[config.mk]
export PLATFORM = sky130hd
export DESIGN_NAME = branch_resolve_unit
export DESIGN_NICKNAME = d
export VERILOG_FILES = /design/src/rtl/ebr_pkg.sv /design/src/rtl/ebr_rst_sync.sv /design/src/rtl/ebr_fd_reg.sv /design/src/rtl/ebr_resolve.sv /design/src/rtl/ebr_fetch_sel.sv /design/src/rtl/branch_resolve_unit.sv
export SDC_FILE = /design/constraint.sdc
export NUM_CORES = 1
export LEC_CHECK = 0
export BUFFER_PORTS_ARGS = -buffer_cell sky130_fd_sc_hd__buf_4
export CAP_MARGIN = 10
export CORE_AREA = 2 2 142 144
export CTS_CLUSTER_SIZE = 14
export DETAILED_ROUTE_END_ITERATION = 6
export DIE_AREA = 0 0 144 146
export GPL_ROUTABILITY_DRIVEN = 0
export PLACE_DENSITY_LB_ADDON = 0.15
export SETUP_SLACK_MARGIN = 0.4
export SLEW_MARGIN = 20
export SYNTH_ARGS = -nofsm -noshare
export SYNTH_HDL_FRONTEND = slang
export SYNTH_HIERARCHICAL = 1
export SYNTH_SLANG_ARGS = --single-unit
[constraint.sdc]
create_clock -name clk -period 3.8 [get_ports clk]
set_input_delay 0.76 -clock clk [delete_from_list [all_inputs] [get_ports clk]]
set_output_delay 0.76 -clock clk [all_outputs]
set_load 0.02 [all_outputs]
[src/rtl/ebr_pkg.sv]
`timescale 1ns/1ps
package ebr_pkg;
  localparam int OPW = 6;
  localparam logic [OPW-1:0] OPC_BEQZ = 6'h04;
  localparam logic [OPW-1:0] OPC_BNEZ = 6'h05;
  localparam logic [OPW-1:0] OPC_JUMP = 6'h02;

  typedef enum logic [1:0] {
    BK_NONE = 2'd0,
    BK_EQZ  = 2'd1,
    BK_NEZ  = 2'd2,
    BK_JMP  = 2'd3
  } br_kind_e;

  function automatic br_kind_e classify(input logic [OPW-1:0] op);
    br_kind_e k;
    case (op)
      OPC_BEQZ: k = BK_EQZ;
      OPC_BNEZ: k = BK_NEZ;
      OPC_JUMP: k = BK_JMP;
      default:  k = BK_NONE;
    endcase
    return k;
  endfunction
endpackage

[src/rtl/ebr_rst_sync.sv]
`timescale 1ns/1ps
module ebr_rst_sync #(
  parameter int STAGES = 2
) (
  input  logic clk,
  input  logic rst_n,
  output logic run_n
);
  logic [STAGES-1:0] sync_q;
  logic [STAGES-1:0] sync_d;

  always_comb begin
    sync_d = {sync_q[STAGES-2:0], 1'b1};
  end

  always_ff @(posedge clk or negedge rst_n) begin
    if (!rst_n) sync_q <= '0;
    else        sync_q <= sync_d;
  end

  assign run_n = sync_q[STAGES-1];
endmodule

[src/rtl/ebr_fd_reg.sv]
`timescale 1ns/1ps
module ebr_fd_reg #(
  parameter int XLEN = 32,
  parameter int ILEN = 32
) (
  input  logic            clk,
  input  logic            rst_n,
  input  logic            en_i,
  input  logic            squash_i,
  input  logic [ILEN-1:0] instr_i,
  input  logic [XLEN-1:0] pc4_i,
  output logic [ILEN-1:0] instr_o,
  output logic [XLEN-1:0] pc4_o
);
  logic [ILEN-1:0] ir_q, ir_d;
  logic [XLEN-1:0] pc4_q, pc4_d;

  always_comb begin
    ir_d  = ir_q;
    pc4_d = pc4_q;
    if (en_i) begin
      ir_d  = squash_i ? '0 : instr_i;
      pc4_d = pc4_i;
    end
  end

  always_ff @(posedge clk or negedge rst_n) begin
    if (!rst_n) begin
      ir_q  <= '0;
      pc4_q <= '0;
    end else begin
      ir_q  <= ir_d;
      pc4_q <= pc4_d;
    end
  end

  assign instr_o = ir_q;
  assign pc4_o   = pc4_q;

  AST_HOLD_WHILE_WAIT: assert property (@(posedge clk) disable iff (!rst_n)
    !en_i |=> ($stable(ir_q) && $stable(pc4_q)));
  AST_SQUASH_IS_NOP: assert property (@(posedge clk) disable iff (!rst_n)
    (en_i && squash_i) |=> (ir_q == '0));
endmodule

[src/rtl/ebr_resolve.sv]
`timescale 1ns/1ps
module ebr_resolve
  import ebr_pkg::*;
#(
  parameter int XLEN       = 32,
  parameter int ILEN       = 32,
  parameter int REGW       = 5,
  parameter int IMMW       = 16,
  parameter int JTW        = 26,
  parameter int INSN_BYTES = 4,
  parameter int NPEND      = 2
) (
  input  logic                  clk,
  input  logic                  rst_n,
  input  logic [ILEN-1:0]       instr_i,
  input  logic [XLEN-1:0]       pc4_i,
  input  logic [XLEN-1:0]       src_val_i,
  input  logic [NPEND*REGW-1:0] pend_dst_i,
  input  logic [NPEND-1:0]      pend_wen_i,
  output logic [REGW-1:0]       src_idx_o,
  output logic                  stall_o,
  output logic                  taken_o,
  output logic [XLEN-1:0]       target_o
);
  localparam int ALIGN  = $clog2(INSN_BYTES);
  localparam int RS_LO  = ILEN - OPW - REGW;
  localparam int SEXT_W = XLEN - IMMW - ALIGN;
  localparam int JHI_W  = XLEN - JTW - ALIGN;

  logic [OPW-1:0]  op;
  logic [REGW-1:0] rs;
  logic [IMMW-1:0] imm;
  logic [JTW-1:0]  jt;
  br_kind_e        kind;

  assign op   = instr_i[ILEN-1 -: OPW];
  assign rs   = instr_i[RS_LO +: REGW];
  assign imm  = instr_i[IMMW-1:0];
  assign jt   = instr_i[JTW-1:0];
  assign kind = classify(op);

  // compare the source against each in-flight destination
  logic [NPEND-1:0] hit;
  for (genvar g = 0; g < NPEND; g++) begin : g_pend
    assign hit[g] = pend_wen_i[g] && (pend_dst_i[g*REGW +: REGW] == rs);
  end

  logic is_cond, src_zero, cond_met, hazard;
  logic waited_q, waited_d;

  always_comb begin
    is_cond  = (kind == BK_EQZ) || (kind == BK_NEZ);
    src_zero = (src_val_i == '0);
    cond_met = ((kind == BK_EQZ) && src_zero) || ((kind == BK_NEZ) && !src_zero);
    hazard   = is_cond && (rs != '0) && (|hit);
    stall_o  = hazard && !waited_q;
    taken_o  = !stall_o && (cond_met || (kind == BK_JMP));
    waited_d = stall_o;
  end

  // target formation: dedicated adder for branches, concatenation for jumps
  logic [XLEN-1:0] br_off, br_tgt, jmp_tgt;
  always_comb begin
    br_off   = {{SEXT_W{imm[IMMW-1]}}, imm, {ALIGN{1'b0}}};
    br_tgt   = pc4_i + br_off;
    jmp_tgt  = {pc4_i[XLEN-1 -: JHI_W], jt, {ALIGN{1'b0}}};
    target_o = (kind == BK_JMP) ? jmp_tgt : br_tgt;
  end

  always_ff @(posedge clk or negedge rst_n) begin
    if (!rst_n) waited_q <= 1'b0;
    else        waited_q <= waited_d;
  end

  assign src_idx_o = rs;

  AST_SINGLE_STALL: assert property (@(posedge clk) disable iff (!rst_n)
    stall_o |=> !stall_o);
  AST_ZERO_REG_NO_WAIT: assert property (@(posedge clk) disable iff (!rst_n)
    (src_idx_o == '0) |-> !stall_o);
  AST_JUMP_NO_WAIT: assert property (@(posedge clk) disable iff (!rst_n)
    (kind == BK_JMP) |-> (taken_o && !stall_o));
endmodule

[src/rtl/ebr_fetch_sel.sv]
`timescale 1ns/1ps
module ebr_fetch_sel #(
  parameter int XLEN       = 32,
  parameter int INSN_BYTES = 4
) (
  input  logic [XLEN-1:0] fetch_pc_i,
  input  logic            stall_i,
  input  logic            redirect_i,
  input  logic [XLEN-1:0] target_i,
  output logic [XLEN-1:0] seq_pc_o,
  output logic [XLEN-1:0] next_pc_o
);
  localparam logic [XLEN-1:0] STEP = XLEN'(INSN_BYTES);

  always_comb begin
    seq_pc_o = fetch_pc_i + STEP;
    if (stall_i)         next_pc_o = fetch_pc_i;
    else if (redirect_i) next_pc_o = target_i;
    else                 next_pc_o = seq_pc_o;
  end
endmodule

[src/rtl/branch_resolve_unit.sv]
`timescale 1ns/1ps
module branch_resolve_unit #(
  parameter int XLEN        = 32,
  parameter int ILEN        = 32,
  parameter int REGW        = 5,
  parameter int IMMW        = 16,
  parameter int JTW         = 26,
  parameter int INSN_BYTES  = 4,
  parameter int NPEND       = 2,
  parameter int SYNC_STAGES = 2
) (
  input  logic                  clk,
  input  logic                  rst_n,
  input  logic                  delay_mode_i,
  input  logic [XLEN-1:0]       fetch_pc_i,
  input  logic [ILEN-1:0]       fetch_instr_i,
  input  logic [XLEN-1:0]       src_val_i,
  input  logic [NPEND*REGW-1:0] pend_dst_i,
  input  logic [NPEND-1:0]      pend_wen_i,
  output logic [REGW-1:0]       src_idx_o,
  output logic [XLEN-1:0]       next_pc_o,
  output logic                  stall_o,
  output logic                  flush_o,
  output logic                  taken_o
);
  logic run_n;

  ebr_rst_sync #(.STAGES(SYNC_STAGES)) i_sync (
    .clk   (clk),
    .rst_n (rst_n),
    .run_n (run_n)
  );

  // policy is captured only while the internal reset is held
  logic mode_q, mode_d;
  always_comb mode_d = run_n ? mode_q : delay_mode_i;
  always_ff @(posedge clk) mode_q <= mode_d;

  logic [ILEN-1:0] dec_instr;
  logic [XLEN-1:0] dec_pc4, seq_pc, target;

  ebr_fd_reg #(.XLEN(XLEN), .ILEN(ILEN)) i_fd (
    .clk      (clk),
    .rst_n    (run_n),
    .en_i     (!stall_o),
    .squash_i (flush_o),
    .instr_i  (fetch_instr_i),
    .pc4_i    (seq_pc),
    .instr_o  (dec_instr),
    .pc4_o    (dec_pc4)
  );

  ebr_resolve #(
    .XLEN(XLEN), .ILEN(ILEN), .REGW(REGW), .IMMW(IMMW),
    .JTW(JTW), .INSN_BYTES(INSN_BYTES), .NPEND(NPEND)
  ) i_res (
    .clk        (clk),
    .rst_n      (run_n),
    .instr_i    (dec_instr),
    .pc4_i      (dec_pc4),
    .src_val_i  (src_val_i),
    .pend_dst_i (pend_dst_i),
    .pend_wen_i (pend_wen_i),
    .src_idx_o  (src_idx_o),
    .stall_o    (stall_o),
    .taken_o    (taken_o),
    .target_o   (target)
  );

  ebr_fetch_sel #(.XLEN(XLEN), .INSN_BYTES(INSN_BYTES)) i_sel (
    .fetch_pc_i (fetch_pc_i),
    .stall_i    (stall_o),
    .redirect_i (taken_o),
    .target_i   (target),
    .seq_pc_o   (seq_pc),
    .next_pc_o  (next_pc_o)
  );

  assign flush_o = taken_o && !mode_q;

  AST_FLUSH_ONLY_TAKEN: assert property (@(posedge clk) disable iff (!run_n)
    flush_o |-> taken_o);
  AST_SLOT_NEVER_FLUSHED: assert property (@(posedge clk) disable iff (!run_n)
    mode_q |-> !flush_o);
  AST_MODE_FROZEN: assert property (@(posedge clk) disable iff (!run_n)
    1'b1 |=> $stable(mode_q));
endmodule

==> results of run 1 <==
state kept, by name, indices dropped and copies added, names as in the netlist:
register / cells
i_sync/sync_q: 2
mode_q: 1
i_fd/instr_o: 32
i_fd/pc4_o: 32
i_res/waited_q: 1
what timing repair did:
| action | CTS | global route |
|---|---|---|
| pin swaps | 69 | 37 |
| gates resized for setup | 115 | 57 |
| endpoints found under the hold margin | 0 | 0 |
| endpoints found under the setup margin | 33 | 33 |
| cloned | 3 | 0 |
| setup buffers | 29 | 11 |
cell usage after synthesis (all sizes together) (3+ instances only):
| cell type | number | share of area |
|---|---|---|
| nor2b | 7 | 0.0076 |
| nand4 | 24 | 0.031 |
| or4 | 4 | 0.0045 |
| xor2 | 30 | 0.039 |
| mux2 | 38 | 0.078 |
| and2 | 7 | 0.0065 |
| xnor2 | 33 | 0.043 |
| nand3b | 32 | 0.036 |
| dfrtp | 67 | 0.25 |
| a21oi | 37 | 0.031 |
| o2bb2ai | 5 | 0.0065 |
| a22oi | 20 | 0.022 |
| nor2 | 42 | 0.023 |
| inv | 47 | 0.026 |
| a31oi | 7 | 0.0087 |
| o311ai | 6 | 0.0078 |
| buf | 28 | 0.033 |
| nor3 | 14 | 0.010 |
| and3 | 14 | 0.013 |
| clkbuf | 30 | 0.017 |
| nand2 | 65 | 0.037 |
| o31ai | 5 | 0.0056 |
| a21o | 16 | 0.018 |
| o21a | 3 | 0.0035 |
| and4 | 4 | 0.0054 |
| a211oi | 4 | 0.0045 |
| o21bai | 12 | 0.013 |
| nand2b | 5 | 0.0047 |
| nand3 | 18 | 0.014 |
| o21ai | 84 | 0.063 |
| nor4 | 21 | 0.028 |
| o211ai | 12 | 0.013 |
| ha | 31 | 0.058 |
through the flow:
stage	setup WS [ns]	total power (W)	area, µm²	cells	TNS (ns)
after CTS	-0.285	0.00271	9940	1288	-2.37
after global placement	-0.229	0.00167	8770	1240	-1.62
after floorplan	-0.0728	0.00134	7000	797	-0.181
final	-0.259	0.00276	10300	1299	-2.39
after global routing	-0.451	0.00290	10300	1299	-5.85
after detailed placement	-0.247	0.00168	8770	1240	-1.53
per-layer routing:
metal	part of all wire	GRT usage	vias up	routed length, µm
met5	0	0	-	0
met4	0.016	0.0613	0	366
met3	0.030	0.0253	28	700
met2	0.48	0.360	134	11200
met1	0.47	0.304	3221	10900
li1	-	-	3365	-
worst max path at each step:
stage                                 from  cells after the start             to  slack (ns)
6_report       i_fd/instr_o[0]$_DFFE_PN0P_                     15  next_pc_o[31]       -0.26
5_1_grt          i_fd/pc4_o[2]$_DFFE_PN0P_                     14  next_pc_o[24]       -0.45
4_1_cts        i_fd/instr_o[0]$_DFFE_PN0P_                     14  next_pc_o[28]       -0.28
3_5_place_dp   i_fd/instr_o[0]$_DFFE_PN0P_                     14  next_pc_o[28]       -0.25
3_3_place_gp   i_fd/instr_o[0]$_DFFE_PN0P_                     15  next_pc_o[18]       -0.23
2_1_floorplan                pend_dst_i[6]                     10  next_pc_o[19]       -0.07
area by class of cell:
cell class	instances	area, µm²
clock inverter	4	47.5
sequential	68	1720
inverter	47	178
tap	265	332
fill	1795	9050
clock buffer	12	256
multi-input combinational	624	5310
timing repair buffer	279	2440
worst reg2reg max path, stage by stage, from the launching register on:
cell and delay (ns):
dfrtp_2 0.46, xor2_1 0.19, nor4_2 0.37, a31oi_4 0.16, nor4b_4 0.40, buf_6 0.19
buf_6 0.19, clkinv_2 0.08, buf_4 0.32, mux2_4 0.45
where the power goes:
group	total, W	internal, W	leakage [nW]	switching (W)
logic	0.00107	0.000561	3.58	0.000508
registers	0.000814	0.000769	0.787	0.0000456
clock network	0.000878	0.000542	0.149	0.000336
total	0.00276	0.00187	4.52	0.000889
kinds of logic (layout without fill, tap and decap cells):
family,after synthesis,after routing,share of synthesized area
other,1,1,0.000558
and+or+nand+nor,264,264,0.228
DFF,68,68,0.254
xor gates and xnor gates,63,63,0.0821
buffers and inverters,105,342,0.0769
muxes,40,40,0.0811
AOI/OAI and AO/OA,224,224,0.217
adders and majority gates,32,32,0.0607
==> qor.csv, run 1 <==
stage,metric,value,unit
run_status,status,"complete, but fails checks",
run_status,failed_checks,negative setup slack,
grt,grt_overflow,0,
synthesis,async_flop_share,0.985,
cts,clk_pin_slew,0.06,ns
timing,fin_worst_skew,0.00492,ns
floorplanning,dieArea,21000,µm²
timing,worst_slew_pin_slew,0.925,ns
grt,antenna_found_initial,0,
critical_path,start_kind,flip-flop,
flow_run,maxCapViolations,0,
grt,track_usage,0.220,
synthesis,netlist_area,6720,µm²
timing,setup_violations,14,
grt,grt_max_degree,59,
critical_path,crit_arrival,3.30,ns
synthesis,synth_nets,940,
power_and_ir_drop,peakVddDrop,0.000218,V
critical_path,crit_path_frequent_cell,buf_4,
cts,htreeDepth,3,
drt,drc_errors,0,
synthesis,ys_ff_latch,68,
cts,cts_buffer_depth,2,
drt,vias_per_cell,5.19,
timing,max_slew_margin,0.383,
synthesis,yosysWarnings,6,
drt,vias,6748,
cts,ctsHoldBuffers,0,
cts,clkSinkCount,68,
floorplanning,rows,51,
drt,drt_first_pass_iters,5,
critical_path,critical_path.top_delay_family,compound AO/OA/AOI/OAI gates,
layout,syn2layout_area_growth,52.9,%
grt,grt_pass1_vias,6632,
critical_path,critPathMaxFanout,2,
critical_path,path_class,reg2out,
cts,cts_tree,built,
critical_path,end_kind,output pin,
cts,cts_root_buf,clkbuf_16,
floorplanning,die_w,144,µm
timing,fin_crit,4.06,ns
floorplanning,start_util,0.348,
critical_path,rr_worst_depth,9,
layout,fin_util,0.532,
cts,cts_buffers,9,
critical_path,r2r_end,i_fd/pc4_o[17]$_DFFE_PN0P_,
critical_path,cp_slowest_cell,dfrtp_1,
critical_path,reg2reg_from,i_fd/instr_o[23]$_DFFE_PN0P_,
critical_path,cp_slowest_stage_delay,0.41,ns
timing,fmax,246,MHz
synthesis,syn_area_per_cell,8.44,µm²
critical_path,cp_num_buf_inv,3,
layout,layout_commonest_cell,buf_4,
placed_design,hpwl,16500,µm
synthesis,synth.yosys.seq_area_share,0.254,
timing,rsz0062_at_grt,yes,
cts,clk_latency,0.35,ns
layout,final_nets,1172,
placed_design,io_buffers,150,
synthesis,ys_types,73,
synthesis,syn_inst,797,
grt,grt_pass1_wl,36100,µm
floorplanning,die_h,146,µm
synthesis,synthFlopType,dfrtp_1,
power_and_ir_drop,power.density,268,nW/µm²
layout,n_antenna_cell,0,
synthesis,synth_edf_count,1,
floorplanning,coreArea,19300,µm²
min_path,hold_class,in2async,
critical_path,required,3.04,ns
critical_path,r2r_slack,0.87,ns
timing,fin_crit_sh,1.07,
critical_path,worstPathCellList,ha_4 > buf_4 > buf_6 > a211oi_2 > nor2_2 > o2111ai_2 > nand3_2 > a31oi_4 > o221ai_2 > a311oi_2 > mux2i_1 > xnor2_1 > a22oi_1 > o211ai_1 > buf_4,
floorplanning,num_io_pins,151,
timing,slew_viol_final,0,
power_and_ir_drop,p_leak,4.52,nW
layout,drive_above_1_share,0.450,
layout,mostFrequentLayoutCells,"216 x buf_4, 60 x dfrtp_1, 60 x nand2_1, 51 x buf_6, 46 x inv_1",
drt,ant_nets,0,
timing,hold_violations,0,
drt,wl_per_cell,17.8,µm
timing,fin_ws,-0.259,ns
drt,wl,23200,µm
drt,drtIter0Drc,374,
timing,fin_hold_ws,0.190,ns
Power figures use the tool's default switching activity.
==> run 2, diff against run 1 <==
Settings changed: CTS_BUF_LIST from default to sky130_fd_sc_hd__clkbuf_4 sky130_fd_sc_hd__clkbuf_8 sky130_fd_sc_hd__clkbuf_16.
==> run 2 against run 1 <==
The run still ends with negative setup slack left. Wire length is 0.32% lower. Worst setup slack worse by 0.0056 ns. Global-route usage hardly changed. Die area stayed put. Flip-flop and latch count stayed put. Largest cell class unchanged. Largest power group unchanged. Highest routed layer unchanged.
==> qor.csv, run 2 (synthesis results as in run 1) <==
stage,metric,value,unit,change
cts,cts_buffer_depth,2,,unchanged
run_status,status,"complete, but fails checks",,
timing,rsz0062_at_grt,yes,,
floorplanning,num_io_pins,151,,unchanged
critical_path,crit_arrival,3.30,ns,about the same
timing,max_slew_margin,0.381,,-0.00281
layout,layout_commonest_cell,buf_4,,
run_status,failed_checks,negative setup slack,,
cts,htreeDepth,3,,unchanged
floorplanning,dieArea,21000,µm²,unchanged
cts,cts_root_buf,clkbuf_16,,
drt,drtIter0Drc,314,,-16%
power_and_ir_drop,power.density,269,nW/µm²,+0.34%
drt,wl,23100,µm,-0.32%
drt,drt_first_pass_iters,5,,unchanged
layout,finalNonFillerCells,1299,,unchanged
power_and_ir_drop,p_sw,0.000891,W,+0.19%
drt,ant_nets,0,,unchanged
grt,antenna_found_initial,0,,unchanged
cts,ctsHoldBuffers,0,,unchanged
drt,vias_per_cell,5.20,,about the same
timing,tns,-2.46,ns,-0.0764 ns
cts,cts_buffers,9,,unchanged
power_and_ir_drop,power,0.00277,W,+0.33%
critical_path,cp_slowest_cell,dfrtp_1,,
grt,grt_pass1_wl,36100,µm,about the same
timing,hold_violations,0,,unchanged
drt,vias,6751,,+0.044%
cts,cts_tree,built,,
critical_path,critPathMaxFanout,3,,+1
drt,wl_per_cell,17.8,µm,-0.32%
placed_design,dp_slack,-0.247,ns,unchanged
power_and_ir_drop,pwr-share-comb,0.385,,-0.002
layout,final_nets,1172,,unchanged
cts,clk_latency,0.35,ns,about the same
cts,clk_pin_slew,0.06,ns,about the same
timing,fmax,246,MHz,-0.14%
timing,slew_viol_final,0,,unchanged
drt,drc_errors,0,,unchanged
layout,fin_util,0.532,,about the same
floorplanning,die_h,146,µm,unchanged
critical_path,crit_path_frequent_cell,o211ai_1,,
floorplanning,die_w,144,µm,unchanged
grt,grt_pass1_vias,6630,,-0.030%
min_path,hold_class,in2async,,
critical_path,start_kind,flip-flop,,
power_and_ir_drop,p_seq_frac,0.294,,about the same
power_and_ir_drop,power.share.clock,0.321,,+0.003
timing,fin_worst_skew,0.00562,ns,+0.000700 ns
timing,setup_violations,15,,+1
layout,mostFrequentLayoutCells,"216 x buf_4, 60 x dfrtp_1, 60 x nand2_1, 51 x buf_6, 46 x inv_1",,
layout,n_antenna_cell,0,,unchanged
timing,fin_crit,4.06,ns,+0.00565 ns
timing,fin_crit_sh,1.07,,+0.00149
placed_design,place_inst,1240,,unchanged
floorplanning,start_util,0.348,,unchanged
timing,worst_slew_pin_slew,0.929,ns,+0.00421 ns
power_and_ir_drop,swShare,0.322,,-0.000458
power_and_ir_drop,peakVddDrop,0.000219,V,+0.49%
floorplanning,coreArea,19300,µm²,unchanged
floorplanning,rows,51,,unchanged
grt,track_usage,0.220,,+0.000274
power_and_ir_drop,p_leak,4.52,nW,about the same
layout,syn2layout_area_growth,52.9,%,about the same
critical_path,path_class,reg2out,,
flow_run,maxCapViolations,0,,unchanged
critical_path,required,3.04,ns,about the same
critical_path,end_kind,output pin,,
placed_design,hpwl,16500,µm,unchanged
critical_path,worstPathCellList,ha_4 > fa_2 > a211oi_2 > o211ai_1 > nand3_1 > nand3_2 > buf_6 > o31ai_4 > buf_4 > or4_1 > o211ai_1 > mux2_2 > a22oi_2 > o211ai_1 > buf_4,,
grt,grt_overflow,0,,unchanged
critical_path,cp_slowest_stage_delay,0.41,ns,about the same
cts,clkSinkCount,68,,unchanged
timing,fin_ws,-0.265,ns,-0.00565 ns
layout,drive_above_1_share,0.450,,unchanged
power_and_ir_drop,p_int,0.00188,W,+0.40%
placed_design,io_buffers,150,,unchanged
grt,grt_max_degree,59,,unchanged
-- run 2: through the flow --
step           hold slack (ns)  instance area, µm²
3_5_place_dp             0.339                8770
6_report                 0.189               10300
5_1_grt                  0.185               10300
3_3_place_gp             0.334                8770
2_1_floorplan            0.331                7000
4_1_cts                  0.179                9940
-- run 2: final cells by class --
class                      instances  area (µm²)
fill                            1794        9060
multi-input combinational        624        5300
timing repair buffer             279        2440
sequential                        68        1720
tap                              265         332
clock buffer                      12         260
inverter                          47         178
clock inverter                     4        47.5
-- run 2: power groups by stage --
stage / Sequential (W) / Clock (W) / Combinational (W)
2_1_floorplan: 0.000817 / 0 / 0.000519
3_3_place_gp: 0.000823 / 0 / 0.000852
3_5_place_dp: 0.000823 / 0 / 0.000854
4_1_cts: 0.000814 / 0.000907 / 0.000993
5_1_grt: 0.000821 / 0.000931 / 0.00115
6_report: 0.000814 / 0.000888 / 0.00107
-- run 2: path summary, 6_finish.rpt --
check | start | to | slack [ns] | cells after the start
max | i_fd/pc4_o[2]$_DFFE_PN0P_ | next_pc_o[30] | -0.26 | 15
min | rst_n | i_sync/sync_q[0]$_DFF_PN0_ | 0.19 | 1
max reg2reg | i_fd/instr_o[23]$_DFFE_PN0P_ | i_fd/pc4_o[17]$_DFFE_PN0P_ | 0.87 | 9
min reg2reg | i_sync/sync_q[0]$_DFF_PN0_ | i_sync/sync_q[1]$_DFF_PN0_ | 0.35 | 0
max in group asynchronous | i_sync/sync_q[1]$_DFF_PN0_ | i_fd/instr_o[15]$_DFFE_PN0P_ | 2.39 | 1
min in group clk | i_sync/sync_q[0]$_DFF_PN0_ | i_sync/sync_q[1]$_DFF_PN0_ | 0.35 | 0
-- run 2: per-layer routing --
metal	up-vias	wire length (µm)	global-route usage
met5	-	0	0
met4	0	392	0.0613
met3	32	785	0.0253
met2	138	11200	0.361
met1	3218	10700	0.304
li1	3363	-	-
-- run 2: timing repair --
item,in CTS,in global routing
gates resized for setup,115,56
endpoints found under the setup margin,33,33
pin swaps,69,37
gates cloned,3,0
buffers inserted,29,11
-- run 2: worst max-delay path: cells and delay by family, from the launching register on --
| kind | cells | cell delay [ns] |
|---|---|---|
| AOI/OAI and AO/OA | 6 | 0.90 |
| adders and majority gates | 2 | 0.55 |
| buffers and inverters | 3 | 0.47 |
| DFF | 1 | 0.41 |
| and+or+nand+nor | 3 | 0.33 |
| muxes | 1 | 0.29 |
